## config.mk

```make
export PLATFORM = sky130hd
export DESIGN_NAME = bus_fault_capture
export DESIGN_NICKNAME = d
export VERILOG_FILES = /design/src/rtl/bfc_pkg.sv /design/src/rtl/bfc_bus_sampler.sv /design/src/rtl/bfc_edge_sync.sv /design/src/rtl/bfc_fault_store.sv /design/src/rtl/bus_fault_capture.sv
export SDC_FILE = /design/constraint.sdc
export NUM_CORES = 1
export LEC_CHECK = 0
export CORE_ASPECT_RATIO = 0.7
export CORE_MARGIN = 1.5
export CORE_UTILIZATION = 42
export CTS_BUF_LIST = sky130_fd_sc_hd__clkbuf_4 sky130_fd_sc_hd__clkbuf_8
export DETAILED_ROUTE_END_ITERATION = 8
export PLACE_DENSITY = 0.85
export SLEW_MARGIN = 25
export SYNTH_ARGS = -nofsm -noshare
export SYNTH_HDL_FRONTEND = slang
export SYNTH_SLANG_ARGS = --single-unit
export TNS_END_PERCENT = 20
```

## constraint.sdc

```tcl
create_clock -name clk -period 1.3 [get_ports clk]
set_input_delay 0.26 -clock clk [delete_from_list [all_inputs] [get_ports clk]]
set_output_delay 0.26 -clock clk [all_outputs]
set_load 0.1 [all_outputs]
```

## src/rtl/bfc_pkg.sv

```systemverilog
package bfc_pkg;

    localparam int WORD_W = 16;

    typedef logic [WORD_W-1:0] fword_t;

    // Fault-bit numbers, counted with bit 0 as the most significant bit
    localparam int FB_PROT_OWN   = 0;
    localparam int FB_PROT_OTHER = 1;
    localparam int FB_PARITY     = 2;
    localparam int FB_ADDR_MEM   = 5;
    localparam int FB_SYS0       = 7;
    localparam int FB_ADDR_IO    = 8;
    localparam int FB_SYS1_LO    = 13;
    localparam int FB_SYS1_HI    = 15;

    // Matching vector indices
    localparam int IX_PROT_OWN   = WORD_W - 1 - FB_PROT_OWN;
    localparam int IX_PROT_OTHER = WORD_W - 1 - FB_PROT_OTHER;
    localparam int IX_PARITY     = WORD_W - 1 - FB_PARITY;
    localparam int IX_ADDR_MEM   = WORD_W - 1 - FB_ADDR_MEM;
    localparam int IX_SYS0       = WORD_W - 1 - FB_SYS0;
    localparam int IX_ADDR_IO    = WORD_W - 1 - FB_ADDR_IO;
    localparam int IX_SYS1_LO    = WORD_W - 1 - FB_SYS1_LO;
    localparam int IX_SYS1_HI    = WORD_W - 1 - FB_SYS1_HI;

    localparam int N_ASYNC = 2;

    // Bus errors and qualifiers, all active high after conversion
    typedef struct packed {
        logic own;
        logic mem;
        logic prot;
        logic par;
        logic addr;
    } bus_sample_t;

    // Returns a word with the single fault bit n set (bit 0 = MSB)
    function automatic fword_t fbit(input int n);
        fword_t w;
        w = '0;
        w[WORD_W-1-n] = 1'b1;
        return w;
    endfunction

    // Maps one sampled bus cycle to the bits it sets
    function automatic fword_t steer_bus(input bus_sample_t s);
        fword_t w;
        w = '0;
        if (s.prot) w |= s.own ? fbit(FB_PROT_OWN) : fbit(FB_PROT_OTHER);
        if (s.par)  w |= fbit(FB_PARITY);
        if (s.addr) w |= s.mem ? fbit(FB_ADDR_MEM) : fbit(FB_ADDR_IO);
        return w;
    endfunction

endpackage

```

## src/rtl/bfc_bus_sampler.sv

```systemverilog
module bfc_bus_sampler
    import bfc_pkg::*;
(
    input  logic   clk,
    input  logic   rst,
    input  logic   bus_busy_n,
    input  logic   own_cycle,
    input  logic   mem_cycle,
    input  logic   prot_err_n,
    input  logic   par_err_n,
    input  logic   addr_err_n,
    output fword_t bus_set
);

    logic        busy_q;
    logic        trail_edge;
    bus_sample_t smp;

    // Idle level of bus-busy is high
    always_ff @(posedge clk) begin
        if (rst) busy_q <= 1'b1;
        else     busy_q <= bus_busy_n;
    end

    assign trail_edge = !busy_q && bus_busy_n;

    always_comb begin
        smp.own  = own_cycle;
        smp.mem  = mem_cycle;
        smp.prot = !prot_err_n;
        smp.par  = !par_err_n;
        smp.addr = !addr_err_n;
    end

    assign bus_set = trail_edge ? steer_bus(smp) : '0;

endmodule

```

## src/rtl/bfc_edge_sync.sv

```systemverilog
module bfc_edge_sync #(
    parameter int N      = 2,
    parameter int STAGES = 2
) (
    input  logic         clk,
    input  logic         rst,
    input  logic [N-1:0] async_in,
    output logic [N-1:0] rise
);

    generate
        for (genvar i = 0; i < N; i++) begin : g_line
            // [0..STAGES-1] synchronizer chain, [STAGES] history for edge detection
            logic [STAGES:0] sh;

            always_ff @(posedge clk) begin
                if (rst) sh <= '0;
                else     sh <= {sh[STAGES-1:0], async_in[i]};
            end

            assign rise[i] = sh[STAGES-1] && !sh[STAGES];
        end
    endgenerate

endmodule

```

## src/rtl/bfc_fault_store.sv

```systemverilog
module bfc_fault_store
    import bfc_pkg::*;
(
    input  logic   clk,
    input  logic   rst,
    input  fword_t set_mask,
    input  logic   clr_all,
    input  logic   w1c_en,
    input  fword_t w1c_mask,
    output fword_t fault_word,
    output logic   any_fault
);

    fword_t word_q;
    fword_t clr_mask;

    always_comb begin
        clr_mask = '0;
        if (clr_all)     clr_mask = '1;
        else if (w1c_en) clr_mask = w1c_mask;
    end

    // New faults take priority over the clear
    always_ff @(posedge clk) begin
        if (rst) word_q <= '0;
        else     word_q <= (word_q & ~clr_mask) | set_mask;
    end

    assign fault_word = word_q;
    assign any_fault  = |word_q;


    sticky_hold_chk: assert property (@(posedge clk) disable iff (rst)
        (!clr_all && !w1c_en) |=> ((fault_word & $past(fault_word)) == $past(fault_word)));


    clear_all_chk: assert property (@(posedge clk) disable iff (rst)
        (clr_all && set_mask == '0) |=> (fault_word == '0));


    w1c_bits_chk: assert property (@(posedge clk) disable iff (rst)
        (w1c_en && !clr_all) |=> ((fault_word & $past(w1c_mask & ~set_mask)) == '0));


    any_source_chk: assert property (@(posedge clk) disable iff (rst)
        $rose(any_fault) |-> ($past(set_mask) != '0));

endmodule

```

## src/rtl/bus_fault_capture.sv

```systemverilog
module bus_fault_capture
    import bfc_pkg::*;
#(
    parameter int SYNC_STAGES = 2
) (
    input  logic              clk,
    input  logic              rst,
    input  logic              bus_busy_n,
    input  logic              own_cycle,
    input  logic              mem_cycle,
    input  logic              prot_err_n,
    input  logic              par_err_n,
    input  logic              addr_err_n,
    input  logic              sys_fault0,
    input  logic              sys_fault1,
    input  logic              clr_all,
    input  logic              w1c_en,
    input  logic [WORD_W-1:0] w1c_mask,
    output logic [WORD_W-1:0] fault_word,
    output logic              any_fault
);

    fword_t             bus_set;
    fword_t             sys_set;
    fword_t             all_set;
    logic [N_ASYNC-1:0] sys_rise;

    bfc_bus_sampler u_sampler (
        .clk        (clk),
        .rst        (rst),
        .bus_busy_n (bus_busy_n),
        .own_cycle  (own_cycle),
        .mem_cycle  (mem_cycle),
        .prot_err_n (prot_err_n),
        .par_err_n  (par_err_n),
        .addr_err_n (addr_err_n),
        .bus_set    (bus_set)
    );

    bfc_edge_sync #(
        .N      (N_ASYNC),
        .STAGES (SYNC_STAGES)
    ) u_sync (
        .clk      (clk),
        .rst      (rst),
        .async_in ({sys_fault1, sys_fault0}),
        .rise     (sys_rise)
    );

    always_comb begin
        sys_set = '0;
        if (sys_rise[0]) sys_set |= fbit(FB_SYS0);
        if (sys_rise[1]) sys_set |= fbit(FB_SYS1_LO) | fbit(FB_SYS1_HI);
    end

    assign all_set = bus_set | sys_set;

    bfc_fault_store u_store (
        .clk        (clk),
        .rst        (rst),
        .set_mask   (all_set),
        .clr_all    (clr_all),
        .w1c_en     (w1c_en),
        .w1c_mask   (w1c_mask),
        .fault_word (fault_word),
        .any_fault  (any_fault)
    );


    parity_on_trail_chk: assert property (@(posedge clk) disable iff (rst)
        $rose(fault_word[IX_PARITY]) |-> ($past(bus_busy_n) && !$past(bus_busy_n, 2)));


    prot_own_chk: assert property (@(posedge clk) disable iff (rst)
        $rose(fault_word[IX_PROT_OWN]) |-> $past(own_cycle));


    prot_other_chk: assert property (@(posedge clk) disable iff (rst)
        $rose(fault_word[IX_PROT_OTHER]) |-> !$past(own_cycle));


    addr_io_chk: assert property (@(posedge clk) disable iff (rst)
        $rose(fault_word[IX_ADDR_IO]) |-> !$past(mem_cycle));


    sys1_pair_chk: assert property (@(posedge clk) disable iff (rst)
        $rose(fault_word[IX_SYS1_LO]) |-> fault_word[IX_SYS1_HI]);

endmodule

```

* Yosys cells after proc, flatten, opt, wreduce, memory -nomap -nowiden
Cells that the tools add are included.
** Operators by class
- Muxes and demuxes :: 10
- Bitwise gates (word level) :: 5
- Reduce and logical (&&, ||, !) cells :: 7
** Operators by type and width (number)
- 16-bit 2-to-1 mux :: 6
- 16-bit AND :: 1
- 16-bit inverter :: 1
- 16-bit by 11-bit OR with 16-bit output :: 1
- 16-bit OR :: 1
- 16-bit by 9-bit OR with 16-bit output :: 1
- 16-bit OR reduction :: 1
- 14-bit 2-to-1 mux :: 1
- 11-bit 2-to-1 mux :: 1
- 9-bit 2-to-1 mux :: 1
- 1-bit logical AND :: 3
- 1-bit logical NOT :: 3
- 3-bit 2-to-1 mux :: 1
** Storage, ports and cells
- Flip-flop bits (word level) :: 23
- Bits of input ports :: 28
- Output and inout port bits :: 17

* Longest topological paths before layout
- Depth in word-level cells :: 8
- Depth in mapped cells :: 5
- Depth with buffers taken out :: 3

* Hierarchy
A second synthesis with hierarchy kept.
** Unflattened totals
- Cells, all modules :: 111
- Area, all modules :: 998.5 um2
** Modules (own cells, without submodules)
- bfc_fault_store :: times used 1, cells an instance 75, area an instance 640.6 um2, sequential area each 320.3 um2
- bfc_edge_sync :: times used 1, cells an instance 14, area an instance 170.2 um2, sequential area each 120.1 um2
- bfc_bus_sampler :: times used 1, cells an instance 19, area an instance 168.9 um2, sequential area each 20.0 um2
- bus_fault_capture :: times used 1, cells an instance 3, area an instance 18.8 um2, sequential area each 0.0 um2

* Least setup slack after synthesis
OpenSTA, ideal clock, no wires.
- Path kind :: register -> output
- From :: register u_store.word_q[2] (netlist: u_store.fault_word[2])
- To :: output port any_fault
- Arrival :: 1972 ps
- Required time :: 1040 ps
- Setup slack :: -932 ps
- Stages on the path, launching flop included :: 3
- Path buffers :: 0
- Cells stage by stage :: dfxtp_1 -> nor4_1 -> nand4_1
** On the way
- Word-level cells in the longest chain between the ends :: 1
** RTL lines
- from (decl) :: RTL line bfc_fault_store.sv:14 : fword_t word_q;
- from (signal assigned) :: RTL line bfc_fault_store.sv:26 : else word_q <= (word_q & ~clr_mask) | set_mask;
- 16-bit OR reduction :: RTL line bfc_fault_store.sv:30 : assign any_fault = |word_q;
- to (decl) :: RTL line bus_fault_capture.sv:20 : output logic any_fault
Every way passes these cells.

* Final worst setup path
- From :: register u_store.word_q[5] (netlist: u_store.fault_word[5])
- To :: output port any_fault
The elaborated chain is that of the path after synthesis.

==> summary.md <==
| Metric | Value |
|---|---|
| Worst hold path class | `reg2reg` |
| Setup crit end kind | `output port` |
| Final setup vio count | `1` |
| Slowest stage delay, CP | `370 ps` |
| Slew Viols, Final | `0` |
| Static Leak | `0.000706 uW` |
| Max Freq | `620 MHz` |
| Post-synthesis instance total | `86` |
| Setup bufs post-CTS | `0` |
| Pwr/cell area | `796 nW/um2` |
| Least-Margin Pin Slew | `330 ps` |
| Post-synth EDFFs | `0` |
| CTS tree | `done` |
| Setup WS post-layout | `-313 ps` |
| Synth Register Bits | `23` |
| Core Area | `1870 um2` |
| FILL cells | `70` |
| CP cell instances | `nor4_2 -> nand4_1 -> buf_12` |
| Root buffer cell | `clkbuf_4` |
| Max-Slew Margin vs Limit | `78.0%` |
| Post-Synthesis Cell Area | `841 um2` |
| Worst EP required | `1040 ps` |
| I/O Buffers | `44` |
| Min Hold Slack | `464 ps` |
| Min-delay src | `u_sync.g_line[0].sh[0]` |
| Final period util | `124%` |
| Final hold violations | `0` |
| First-pass GRT wire length | `4240 um` |
| Overflow after GRT | `0` |
| DRC viols | `0` |
| Slowest CP cell | `dfxtp_4` |
| Setup Crit Path Kind | `reg2out` |
| WL final | `3180 um` |
| Hold EP | `u_sync.g_line[0].sh[1]` |
| Worst path arrival time | `1350 ps` |
| Die H | `40.4 um` |
| Worst reg2reg path depth | `3` |
| Peak VDD IR | `0.968 mV` |
| Unique masters post-synth | `26` |
| Initial antenna violation count | `0` |
| Maximum root-to-sink buffer count | `2` |
| GRT Total Usage | `26.5%` |
| Largest net degree at the start of global routing | `17` |
| Max Cap Viol | `0` |
| Top FF cell, synth | `dfxtp_1` |
| Via density per instance | `5.37` |
| Clock buffer count from CTS | `3` |
| Row cnt | `13` |
| Initial Util | `44.9%` |
| Final instance area | `1680 um2` |
| Status | `finished with violations` |
| Syn Area/Cell | `9.78 um2` |
| Clock slew at reported path FFs | `120 ps` |
| Worst R2R End | `u_store.fault_word[7]` |
| Post-DRT Antenna Nets | `0` |
| RSZ-0062 raised after global routing | `true` |
| Worst Skew | `2.91 ps` |
| Final HPWL DP | `2050 um` |
| Reg2reg start | `u_sampler.busy_q` |
| P&R area growth vs syn | `100%` |
| Warnings from Yosys | `0` |
| Initial DRC count | `49` |
| Die area | `2280 um2` |
| Reg2reg setup slack | `320 ps` |
| Vias in the first global route | `835` |
| Syn nets | `114` |
| Register area share after synthesis | `54.8%` |
| Area after DPL | `1610 um2` |
| Final Net Count | `173` |
| # diodes | `0` |
| Drt wl/cell | `19.2 um` |
| I/O pin count | `45` |
| Worst hold stages | `1` |
| CP Launch Type | `flip-flop` |
| CP Max Fanout | `2` |
| CTS Sinks | `23` |
| Routed via count | `891` |
| Ys async rst share | `0%` |
| Fin crit period | `1610 ps` |
| Die width | `56.5 um` |
| GP Congestion | `0.781` |
| Layout cells sized above 1 | `42.4%` |
| Failing checks | `negative setup slack` |
| Dpl ws | `-97.8 ps` |
| TritonRoute pass-1 iters | `4` |
| Htree depth | `1` |
| Clock Latency Late Sink | `310 ps` |
cells in the mapped netlist (2+ instances only):
master / count / area share [%]
inv_1: 3 / 1.3
nand2_1: 14 / 6.2
nor2_1: 5 / 2.2
dfxtp_1: 23 / 55
nor3b_1: 2 / 1.8
and3_1: 8 / 6.0
nor4_1: 4 / 3.0
nor2b_1: 6 / 4.5
a32oi_1: 4 / 4.2
what timing repair did:
item                                    4_1_cts  5_1_grt
gates resized for setup                       4        2
hold buffers                                  0        0
endpoints found under the setup margin        1        1
pin swaps                                     2        2
worst max-delay path, delay by kind of cell (launching register included):
family	cells	cell delay (ps)
buffers and inverters	1	210
DFF	1	370
and+or+nand+nor	2	450
flip-flops by register name (all words and copies together), names as in the netlist:
register            flops
u_sync.g_line.sh        6
u_sampler.busy_q        1
u_store.fault_word     16
metal layers:
metal	global-route usage [%]	wire (um)	up-vias
li1	-	-	413
met1	31.1	1290	418
met2	49.4	1580	51
met3	8.06	244	9
met4	5.95	72	0
met5	0	0	-
metrics by stage:
stage / setup TNS, ps / total power, uW / std cells / util [%]
after detailed placement: -528 / 1010 / 162 / 86.1
final: -313 / 1340 / 166 / 90.0
after global placement: -232 / 996 / 162 / 86.1
after global routing: -401 / 1390 / 166 / 90.0
after floorplan: -623 / 848 / 86 / -
after CTS: -330 / 1330 / 166 / 89.2
final cells by class:
| cell class | count | area (um2) | area share, % |
|---|---|---|---|
| Tap cell | 22 | 27.5 | 1.64 |
| Clock buffer | 3 | 22.5 | 1.34 |
| Timing Repair Buffer | 57 | 721 | 42.8 |
| Clock inverter | 1 | 7.51 | 0.446 |
| Multi-Input combinational cell | 56 | 377 | 22.4 |
| Sequential cell | 23 | 513 | 30.5 |
| Inverter | 4 | 15.0 | 0.892 |
worst max path at each step:
stage | start | to | slack, ps | cells past startpoint
floorplan | u_store.fault_word[12] | any_fault | -620 | 2
global placement | w1c_en | u_store.fault_word[15] | -70 | 5
detailed placement | w1c_en | u_store.fault_word[15] | -100 | 5
CTS | u_store.fault_word[6] | any_fault | -330 | 3
global route | u_store.fault_word[6] | any_fault | -390 | 3
finish | u_store.fault_word[5] | any_fault | -310 | 3
where the power goes:
group	switching [uW]	internal, uW	leakage [uW]
clock	215	118	0.0000139
sequential	12.2	696	0.000199
combinational	151	147	0.000494
total	379	961	0.000706
logic make-up (layout without fill, tap and decap cells):
logic type,Yosys count,count (layout),synth area share [%]
DFF,23,23,54.8
AOI/OAI and AO/OA,8,8,7.74
buffers and inverters,7,65,5.50
and+or+nand+nor,48,48,32.0
layout by cell type (no fill, tap or decap), drive strengths merged, types with 4 or more instances in the layout:
cell type,synthesis,final
buf,3,30
a32oi,4,4
clkdlybuf4s50,0,27
inv,4,4
nor4,4,4
and3,8,8
dfxtp,23,23
nor2,6,6
nand2,16,16
nor2b,6,6
Power figures use the tool's default switching activity.
